**src/rtl/eic_pkg.sv**
```systemverilog
package eic_pkg;
  localparam int unsigned REG_ADDR_W = 2;
  localparam int unsigned REG_DATA_W = 32;

  typedef enum logic [REG_ADDR_W-1:0] {
    RA_CAUSE = 2'd0,
    RA_MASK  = 2'd1
  } reg_addr_e;
endpackage

```
**src/rtl/eic_sync.sv**
```systemverilog
module eic_sync #(
  parameter int unsigned WIDTH  = 8,
  parameter int unsigned STAGES = 2
) (
  input  logic             clk_i,
  input  logic             rst_ni,
  input  logic [WIDTH-1:0] d_i,
  output logic [WIDTH-1:0] q_o
);
  logic [STAGES-1:0][WIDTH-1:0] stage_q, stage_d;

  always_comb begin
    stage_d[0] = d_i;
    for (int s = 1; s < STAGES; s++) begin
      stage_d[s] = stage_q[s-1];
    end
  end

  always_ff @(posedge clk_i or negedge rst_ni) begin
    if (!rst_ni) stage_q <= '0;
    else         stage_q <= stage_d;
  end

  assign q_o = stage_q[STAGES-1];
endmodule

```
**src/rtl/eic_edge.sv**
```systemverilog
module eic_edge #(
  parameter int unsigned WIDTH = 8
) (
  input  logic             clk_i,
  input  logic             rst_ni,
  input  logic [WIDTH-1:0] lvl_i,
  output logic [WIDTH-1:0] rise_o
);
  logic [WIDTH-1:0] prev_q, prev_d;

  assign prev_d = lvl_i;

  always_ff @(posedge clk_i or negedge rst_ni) begin
    if (!rst_ni) prev_q <= '0;
    else         prev_q <= prev_d;
  end

  assign rise_o = lvl_i & ~prev_q;

  // a rising edge produces a pulse of exactly one cycle per bit
  a_r1_single_pulse: assert property (@(posedge clk_i) disable iff (!rst_ni)
    (rise_o != '0) |=> ((rise_o & $past(rise_o)) == '0));
endmodule

```
**src/rtl/eic_regs.sv**
```systemverilog
module eic_regs #(
  parameter int unsigned NUM_SRC = 8
) (
  input  logic               clk_i,
  input  logic               rst_ni,
  input  logic [NUM_SRC-1:0] rise_i,
  input  logic               wr_cause_i,
  input  logic               wr_mask_i,
  input  logic [NUM_SRC-1:0] wdata_i,
  output logic [NUM_SRC-1:0] cause_o,
  output logic [NUM_SRC-1:0] mask_o
);
  logic [NUM_SRC-1:0] cause_q, cause_d, mask_q, mask_d;
  logic               cause_en, mask_en;

  always_comb begin
    cause_en = wr_cause_i | (|rise_i);
    cause_d  = cause_q;
    if (wr_cause_i) cause_d = cause_q & wdata_i;
    cause_d  = cause_d | rise_i;
    mask_en  = wr_mask_i;
    mask_d   = wdata_i;
  end

  always_ff @(posedge clk_i or negedge rst_ni) begin
    if (!rst_ni)       cause_q <= '0;
    else if (cause_en) cause_q <= cause_d;
  end

  always_ff @(posedge clk_i or negedge rst_ni) begin
    if (!rst_ni)      mask_q <= '0;
    else if (mask_en) mask_q <= mask_d;
  end

  assign cause_o = cause_q;
  assign mask_o  = mask_q;

  // bits written as zero are cleared unless an edge arrived
  a_r4_write_zero_clears: assert property (@(posedge clk_i) disable iff (!rst_ni)
    wr_cause_i |=> ((cause_q & ~$past(wdata_i) & ~$past(rise_i)) == '0));
  // a detected edge always leaves its bit set
  a_r5_edge_wins: assert property (@(posedge clk_i) disable iff (!rst_ni)
    (rise_i != '0) |=> ((cause_q & $past(rise_i)) == $past(rise_i)));
  // without an edge no cause bit can rise
  a_r1_no_spurious_set: assert property (@(posedge clk_i) disable iff (!rst_ni)
    (rise_i == '0) |=> ((cause_q & ~$past(cause_q)) == '0));
  // mask holds when not written
  a_r6_mask_hold: assert property (@(posedge clk_i) disable iff (!rst_ni)
    !wr_mask_i |=> $stable(mask_q));
endmodule

```
**src/rtl/edge_irq_collector.sv**
```systemverilog
module edge_irq_collector
  import eic_pkg::*;
#(
  parameter int unsigned NUM_SRC     = 8,
  parameter int unsigned SYNC_STAGES = 2
) (
  input  logic                  clk_i,
  input  logic                  rst_ni,
  input  logic [NUM_SRC-1:0]    src_i,
  input  logic                  reg_req_i,
  input  logic                  reg_we_i,
  input  logic [REG_ADDR_W-1:0] reg_addr_i,
  input  logic [REG_DATA_W-1:0] reg_wdata_i,
  output logic [REG_DATA_W-1:0] reg_rdata_o,
  output logic                  irq_o
);
  logic [1:0]         rst_sync_q;
  logic               rst_n;
  logic [NUM_SRC-1:0] src_sync, rise, cause, mask;
  logic               wr_cause, wr_mask;
  logic               unused_wdata;

  always_ff @(posedge clk_i or negedge rst_ni) begin
    if (!rst_ni) rst_sync_q <= 2'b00;
    else         rst_sync_q <= {rst_sync_q[0], 1'b1};
  end
  assign rst_n = rst_sync_q[1];

  eic_sync #(.WIDTH(NUM_SRC), .STAGES(SYNC_STAGES)) u_sync (
    .clk_i(clk_i), .rst_ni(rst_n), .d_i(src_i), .q_o(src_sync));

  eic_edge #(.WIDTH(NUM_SRC)) u_edge (
    .clk_i(clk_i), .rst_ni(rst_n), .lvl_i(src_sync), .rise_o(rise));

  assign wr_cause = reg_req_i & reg_we_i & (reg_addr_i == RA_CAUSE);
  assign wr_mask  = reg_req_i & reg_we_i & (reg_addr_i == RA_MASK);
  assign unused_wdata = ^reg_wdata_i;

  eic_regs #(.NUM_SRC(NUM_SRC)) u_regs (
    .clk_i(clk_i), .rst_ni(rst_n), .rise_i(rise),
    .wr_cause_i(wr_cause), .wr_mask_i(wr_mask),
    .wdata_i(reg_wdata_i[NUM_SRC-1:0]),
    .cause_o(cause), .mask_o(mask));

  always_comb begin
    reg_rdata_o = '0;
    unique case (reg_addr_i)
      RA_CAUSE: reg_rdata_o[NUM_SRC-1:0] = cause;
      RA_MASK:  reg_rdata_o[NUM_SRC-1:0] = mask;
      default:  reg_rdata_o = '0;
    endcase
  end

  assign irq_o = |(cause & mask);

  // no request while every source is disabled
  a_r3_quiet_when_masked: assert property (@(posedge clk_i) disable iff (!rst_n)
    (mask == '0) |-> !irq_o);
  // a request always has a pending cause behind it
  a_r3_irq_needs_cause: assert property (@(posedge clk_i) disable iff (!rst_n)
    irq_o |-> (cause != '0));
endmodule

```
**config.mk**
```make
export PLATFORM = sky130hd
export DESIGN_NAME = edge_irq_collector
export DESIGN_NICKNAME = d
export VERILOG_FILES = /design/src/rtl/eic_pkg.sv /design/src/rtl/eic_sync.sv /design/src/rtl/eic_edge.sv /design/src/rtl/eic_regs.sv /design/src/rtl/edge_irq_collector.sv
export SDC_FILE = /design/constraint.sdc
export NUM_CORES = 1
export LEC_CHECK = 0
export BUFFER_PORTS_ARGS = -buffer_cell sky130_fd_sc_hd__buf_2
export CAP_MARGIN = 10
export CORE_MARGIN = 5
export CORE_UTILIZATION = 45
export DETAILED_ROUTE_END_ITERATION = 16
export PLACE_DENSITY = 0.84
export SLEW_MARGIN = 10
export SYNTH_ARGS = -nofsm -noshare
export SYNTH_HDL_FRONTEND = slang
export SYNTH_SLANG_ARGS = --single-unit
```
**constraint.sdc**
```tcl
create_clock -name clk_i -period 2.98 [get_ports clk_i]
set_input_delay 0.149 -clock clk_i [delete_from_list [all_inputs] [get_ports clk_i]]
set_output_delay 0.149 -clock clk_i [all_outputs]
set_load 0.03 [all_outputs]
```
-- Yosys cells after proc, flatten, opt, wreduce, memory -nomap -nowiden
Index checks and enable logic that the tools add are counted.
W data, S select, Z words.
- equality and inequality tests: 1
- reductions and logical operators: 3
- multiplexer cells: 2
- bitwise gates (word level): 9
- operator list (operator ; count):
    $and A8 B8 Y8 ; 3
    $pmux W8 S2 ; 1
    $reduce_or A8 Y1 ; 2
    $mux W8 ; 1
    $not A8 Y8 ; 1
    $or A8 B8 Y8 ; 1
    $and A1 B1 Y1 ; 3
    $eq A2 B1 Y1 const B ; 1
    $logic_not A2 Y1 ; 1
    $or A1 B1 Y1 ; 1
- flip-flop bits (word level): 42
- input bits: 46
- output and inout port bits: 33
- word-level logic and storage cells: 21

-- Logic depth before layout (Yosys ltp)
Gate-level depths: netlist of run 1.
- word-level depth: 4
- depth in mapped cells: 4
- gate-level depth less buffers: 2

-- Modules after synthesis
A second synthesis of run 1 with hierarchy kept.
- cells, all modules: 127
- area, all modules: 1774.2 um^2
- modules (own cells, without submodules) (module ; cells each ; times used ; seq. area each (um^2) ; area an instance (um^2)):
    eic_regs ; 41 ; 1 ; 400.4 ; 641.9
    edge_irq_collector ; 54 ; 1 ; 50.0 ; 421.7
    eic_sync ; 16 ; 1 ; 400.4 ; 400.4
    eic_edge ; 16 ; 1 ; 200.2 ; 310.3

-- Worst setup path before layout of run 1
OpenSTA, ideal clock, no wires.
- path kind: register to output
- start: register u_regs.cause_q[3] (netlist: u_regs.cause_o[3])
- end: output irq_o
- data required time: 2.831 ns
- cell stages (with the launch flop): 3
- slack: 1.942 ns
- data arrival time: 0.889 ns
- buffers on the path: 0
- path through: dfrtp_1 a22oi_1 nand4_1
- word-level cells in the longest chain between the ends: 2
- RTL lines (what ; RTL line ; text):
    from (decl) ; eic_regs.sv:13 ; logic [NUM_SRC-1:0] cause_q, cause_d, mask_q, mask_d;
    from (signal assigned) ; eic_regs.sv:27 ; else if (cause_en) cause_q <= cause_d;
    $and A8 B8 Y8 ; edge_irq_collector.sv:54 ; assign irq_o = |(cause & mask);
    $reduce_or A8 Y1 ; edge_irq_collector.sv:54 ;
    to (decl) ; edge_irq_collector.sv:15 ; output logic irq_o
Every way passes these cells.

-- Worst setup path after layout of run 1
Same ends and word-level chain as after synthesis.

==> results of run 1 <==
cell families (layout without fill, tap and decap cells):
kind of cell           Yosys count  after routing
AOI/OAI and AO/OA               12             12
buffers and inverters           43             64
DFF                             42             42
muxes                           16             16
other                            2             25
and+or+nand+nor                 19             19
how the worst max path moves through the flow:
stage | from | to | slack, ns | depth (start not counted)
3_5_place_dp | reg_addr_i[0] | u_regs.cause_o[4]$_DFFE_PN0P_ | 1.41 | 3
5_1_grt | u_regs.cause_o[4]$_DFFE_PN0P_ | irq_o | 1.54 | 3
6_report | u_regs.cause_o[3]$_DFFE_PN0P_ | irq_o | 1.61 | 3
4_1_cts | u_regs.cause_o[3]$_DFFE_PN0P_ | irq_o | 1.60 | 3
2_1_floorplan | rst_sync_q[1]$_DFF_PN0_ | u_edge.prev_q[0]$_DFF_PN0_ | 1.72 | 0
3_3_place_gp | reg_addr_i[0] | u_regs.cause_o[4]$_DFFE_PN0P_ | 1.44 | 3
critical path, stage by stage, from the launching register on:
cell     delay (ns)
dfrtp_1        0.41
a22oi_1        0.22
nand4_1        0.12
buf_2          0.19
through the flow:
| step | instance area [sq um] | util [%] | hold slack, ns |
|---|---|---|---|
| 2_1_floorplan | 1854 | - | -0.1466 |
| 3_3_place_gp | 1858 | 49.63 | -0.06467 |
| 3_5_place_dp | 1858 | 49.63 | -0.06318 |
| 4_1_cts | 2039 | 54.48 | 0.08230 |
| 5_1_grt | 2039 | 54.48 | 0.08276 |
| 6_report | 2039 | 54.48 | 0.09138 |
where the power goes:
part	leakage, nW	internal [mW]	switching, mW	total, mW
Combinational	0.547	0.0693	0.115	0.184
Clock	0.0482	0.187	0.175	0.362
Sequential	0.471	0.614	0.0306	0.645
per-layer routing:
metal  vias to the layer above  track usage [%]  part of all wire, %
met1                       429            13.34                   45
met2                        42            13.63                   42
met3                         4            4.821                   11
li1                        474                -                    -
met4                         0            6.762                  1.6
met5                         -                0                    0
state kept, by name, indices dropped and copies added, names as in the netlist:
signal and flops:
u_edge.prev_q 8, u_sync.stage_d 8, u_sync.q_o 8, u_regs.mask_o 8
rst_sync_q 2, u_regs.cause_o 8
synthesized netlist by cell type:
master,n,area [sq um]
a22oi_1,4,30.03
buf_4,24,180.2
buf_6,3,33.78
conb_1,2,7.510
dfrtp_1,42,1051
inv_1,16,60.06
mux2_2,8,90.09
mux2i_1,8,80.08
nand2_1,8,30.03
nand4_1,1,6.260
nand4b_4,1,23.77
nor2_1,8,30.03
nor4bb_4,1,25.02
o221ai_2,8,120.1
layout make-up:
type | count | area, sq um
Fill cell | 333 | 1704
Sequential cell | 42 | 1051
Multi-Input combinational cell | 72 | 529.3
Timing Repair Buffer | 40 | 247.7
Clock buffer | 7 | 86.33
Inverter | 16 | 60.06
Tap cell | 48 | 60.06
Clock inverter | 1 | 5.005
==> metrics.md, run 1 <==
| Metric | Value |
|---|---|
| Setup Slack @ Placement | 1.409 ns |
| Netlist Area Pre-Place | 1768 sq um |
| Avg Inst Size Synth | 13.19 sq um |
| Grt ovf | 0 |
| CTS Buf Count | 5 |
| F_max | 0.7292 GHz |
| Routability Congestion | 0.7838 |
| Largest family of logic cells by synthesized area | buffers and inverters |
| WP data arrival | 1.22 ns |
| Worst-path maximum fanout | 4 |
| Initial Util | 47.23% |
| Setup bufs post-CTS | 0 |
| Max_cap viols | 0 |
| Hold buffers post-CTS | 9 |
| # rows | 22 |
| Total power after layout | 1.191 mW |
| Simple-gate share of the synthesized area | 6.511% |
| Yosys cell types | 14 |
| Placeable Area | 3744 sq um |
| Synth warn | 0 |
| Antenna cells | 0 |
| R2R Setup Slk | 1.92 ns |
| Port bufs | 30 |
| Antenna-violating nets left | 0 |
| Synth Area in Compound Gates | 8.493% |
| Residual DRC count | 0 |
| CP required | 2.83 ns |
| Most frequent cells in the layout | dfrtp_1, buf_2, conb_1, inv_1, dlygate4sd3_1 |
| DP Wirelength | 1893 um |
| Die width | 72.68 um |
| IO Count | 79 |
| Final slew viol count | 0 |
| WL final | 2573 um |
| First-iteration detailed-routing DRC count | 39 |
| PD cells | 583.8 nW/um^2 |
| CTS max path bufs | 2 |
| Clk pin slew, worst setup/hold paths | 0.07 ns |
| R2R Path Start | rst_sync_q[1]$_DFF_PN0_ |
| Hold path depth | 3 |
| HP Class | in -> reg |
| Drt first pass iters | 4 |
| Largest net degree at the start of global routing | 22 |
| Leakage | 1.066 nW |
| Syn Inst Count | 134 |
| Vias in the first global route | 882 |
| Die area | 5282 sq um |
| R2R Path End | u_edge.prev_q[3]$_DFF_PN0_ |
| Sequential-to-total area share from yosys stat | 59.45% |
| Critical path type | reg -> out |
| Seq cells post-synth | 42 |
| Layout Area Growth over Synthesis | 15.36% |
| Post-Route Setup TNS | 0 ns |
| Worst Tran Pin Value | 0.8119 ns |
| CTS Sinks | 42 |
| HP Start | reg_wdata_i[2] |
| Global-route wire length before repair | 4029 um |
| Nets | 223 |
| Status | finished clean |
| CTS tree | done |
| Die height | 72.68 um |
| DP Cell Count | 209 |
| Clk Latency, worst-skew pair | 0.28 ns |
| Hold path endpoint | u_regs.cause_o[2]$_DFFE_PN0P_ |
| Setup crit end kind | output pin |
| PnR worst setup slack | 1.609 ns |
| Initial antenna violation count | 0 |
| Vias post-DR | 949 |
| Critical path startpoint category | register |
| R2R depth | 1 |
| Resized Gates After CTS | 0 |
| Final Hold Viols | 0 |
| RSZ-0062 raised after global routing | false |
| Max-slew headroom | 45.79% |
| Final setup skew | 0.003584 ns |
| Final std cells w/o fill | 226 |
| H-tree depth | 2 |
| CTS root buf | clkbuf_8 |
| Share of cells above drive strength 1 | 31.46% |
| Adder-cell share of the synthesized area | 0% |
| XOR/XNOR share of the synthesized area | 0% |
| Commonest non-fill, non-tap cell in the layout | dfrtp_1 |
| Final Cycle Share | 46.02% |
| Vias per cell | 4.199 |
| Overall Global Routing Usage | 10.31% |
| Final setup viols | 0 |
| Drt wl/cell | 11.38 um |
| Max VDD drop | 0.3139 mV |
| Fin crit period | 1.371 ns |
| Mux contribution to synthesized area | 9.625% |
Power figures use the tool's default switching activity.
==> run 2: changes to the inputs <==
--- a/config.mk
+++ b/config.mk
@@ -8,9 +8,9 @@
 export BUFFER_PORTS_ARGS = -buffer_cell sky130_fd_sc_hd__buf_2
 export CAP_MARGIN = 10
 export CORE_MARGIN = 5
-export CORE_UTILIZATION = 45
+export CORE_UTILIZATION = 42
 export DETAILED_ROUTE_END_ITERATION = 16
-export PLACE_DENSITY = 0.84
+export PLACE_DENSITY = 0.82
 export SLEW_MARGIN = 10
 export SYNTH_ARGS = -nofsm -noshare
 export SYNTH_HDL_FRONTEND = slang
==> constraint.sdc (replaced) <==
create_clock -name clk_i -period 1.2 [get_ports clk_i]
set_input_delay 0.06 -clock clk_i [delete_from_list [all_inputs] [get_ports clk_i]]
set_output_delay 0.06 -clock clk_i [all_outputs]
set_load 0.03 [all_outputs]
==> metrics.md, run 2 (synthesized netlist as in run 1, its figures left out) <==
| Metric | Value |
|---|---|
| Port bufs | 30 (unchanged) |
| Share of cells above drive strength 1 | 37.50% (+6.0 points) |
| CTS Buf Count | 5 (unchanged) |
| Busiest grt layer | met2 |
| HP Class | in -> reg |
| WP data arrival | 1.21 ns (about the same) |
| Final slew viol count | 0 (unchanged) |
| Most frequent cells in the layout | dfrtp_1, conb_1, buf_2, buf_4, inv_1 |
| Leakage | 1.136 nW (+6.6%) |
| CP required | 1.14 ns (-1.69 ns) |
| Drt wl/cell | 12.31 um (+8.1%) |
| Overall Global Routing Usage | 11.54% (+1.2 points) |
| Vias in the first global route | 1047 (+19%) |
| CTS tree | done |
| Max VDD drop | 0.7152 mV (+130%) |
| Worst-path maximum fanout | 3 (-1) |
| Layout Area Growth over Synthesis | 24.91% |
| First-iteration detailed-routing DRC count | 34 (-13%) |
| Antenna cells | 0 (unchanged) |
| Fillers | 355 (+6.6%) |
| Drt first pass iters | 4 (unchanged) |
| Commonest non-fill, non-tap cell in the layout | dfrtp_1 |
| IO Count | 79 (unchanged) |
| R2R depth | 3 (+2) |
| CTS root buf | clkbuf_8 |
| Die area | 5607 sq um (+6.1%) |
| Placeable Area | 4029 sq um (+7.6%) |
| Max_cap viols | 0 (unchanged) |
| Initial antenna violation count | 0 (unchanged) |
| PnR worst setup slack | -0.06767 ns (-1.676 ns) |
| Vias per cell | 4.368 (+4.0%) |
| WL final | 2979 um (+16%) |
| Clk Latency, worst-skew pair | 0.29 ns (about the same) |
| Grt ovf | 0 (unchanged) |
| Routability Congestion | 0.6939 (-11%) |
| F_max | 0.7888 GHz |
| CTS max path bufs | 2 (unchanged) |
| Met2 usage in global routing | 17.02% (+3.4 points) |
| Util after Layout | 54.81% (+0.34 points) |
| Final setup skew | 0.004550 ns (+0.0009661 ns) |
| Hold path depth | 3 (unchanged) |
| Failing checks | negative setup slack |
| Fin crit period | 1.268 ns |
| Residual DRC count | 0 (unchanged) |
| Post-Route Setup TNS | -0.06767 ns (-0.06767 ns) |
| Die height | 74.88 um (+3.0%) |
| Critical path type | reg -> out |
| Vias post-DR | 1057 (+11%) |
| Global-route wire length before repair | 4733 um (+17%) |
| # rows | 23 (+4.5%) |
| DP Wirelength | 2124 um (+12%) |
| Antenna-violating nets left | 0 (unchanged) |
| CTS Sinks | 42 (unchanged) |
| Met1 usage | 14.62% (+1.3 points) |
| H-tree depth | 2 (unchanged) |
| Die width | 74.88 um (+3.0%) |
| PD cells | 1383 nW/um^2 (+140%) |
| Clk pin slew, worst setup/hold paths | 0.07 ns (about the same) |
| Routing usage on met3 | 3.471% (-1.3 points) |
| Status | finished, violations left |
| Largest net degree at the start of global routing | 41 (+86%) |
| Final Hold Viols | 0 (unchanged) |
| Critical path startpoint category | register |
| Initial Util | 43.88% (-3.3 points) |
| Nets | 237 (+6.3%) |
| Setup crit end kind | output pin |
| Final setup viols | 1 (+1) |
| Final Cycle Share | 105.6% |
| RSZ-0062 raised after global routing | true |
==> run 2: metal layers <==
metal / part of all wire [%] / wire (um)
met5: 0 / 0
met4: 2.5 / 75
met3: 7.5 / 223
met2: 51 / 1534
met1: 38 / 1145
==> run 2: final timing paths <==
path,slack [ns],endpoint,start
max,-0.07,irq_o,u_regs.cause_o[3]$_DFFE_PN0P_
min,0.008,u_regs.cause_o[3]$_DFFE_PN0P_,reg_wdata_i[3]
max reg2reg,0.37,u_regs.cause_o[4]$_DFFE_PN0P_,u_regs.cause_o[4]$_DFFE_PN0P_
min reg2reg,0.23,u_sync.q_o[0]$_DFF_PN0_,rst_sync_q[1]$_DFF_PN0_
max in group asynchronous,0.78,u_sync.stage_d[15]$_DFF_PN0_,rst_sync_q[1]$_DFF_PN0_
min in group asynchronous,0.07,rst_sync_q[1]$_DFF_PN0_,rst_ni
==> run 2: layout make-up <==
cell class | instances | area (sq um) | share of cell area [%]
Tap cell | 50 | 62.56 | 2.833
Timing Repair Buffer | 54 | 394.1 | 17.85
Clock inverter | 2 | 12.51 | 0.5666
Sequential cell | 42 | 1052 | 47.65
Clock buffer | 6 | 82.58 | 3.739
Multi-Input combinational cell | 72 | 544.3 | 24.65
Inverter | 16 | 60.06 | 2.720
==> run 2: critical path, stage by stage (launching register included) <==
cell and delay [ns]:
dfrtp_1 0.41, a22oi_2 0.20, nand4_1 0.14, buf_6 0.17
==> run 2: repair_timing <==
| item | 4_1_cts | 5_1_grt |
|---|---|---|
| hold endpoints to repair | 13 | 0 |
| gates resized for setup | 7 | 8 |
| buffers inserted | 3 | 6 |
| hold buffers | 12 | 0 |
| pin swaps | 3 | 0 |
| setup endpoints to repair | 1 | 8 |
==> run 2: power by group <==
part           switching (mW)  internal, mW  total [mW]
registers              0.0735          1.53        1.60
logic                   0.308         0.218       0.527
clock network           0.466         0.462       0.928
total                   0.848          2.21        3.05
==> run 2: through the flow <==
| stage | hold WS [ns] | cells | cell area, sq um | total power, mW | setup WS [ns] |
|---|---|---|---|---|---|
| 5_1_grt | 0.001988 | 242 | 2208 | 3.219 | -0.1357 |
| 6_report | 0.007541 | 242 | 2208 | 3.054 | -0.06767 |
| 2_1_floorplan | -0.2356 | 157 | 1856 | 2.022 | 0.2508 |
| 4_1_cts | 0.001639 | 236 | 2153 | 3.085 | -0.08293 |
| 3_5_place_dp | -0.1526 | 213 | 1889 | 2.086 | 0.1870 |
| 3_3_place_gp | -0.1539 | 213 | 1889 | 2.068 | 0.2075 |
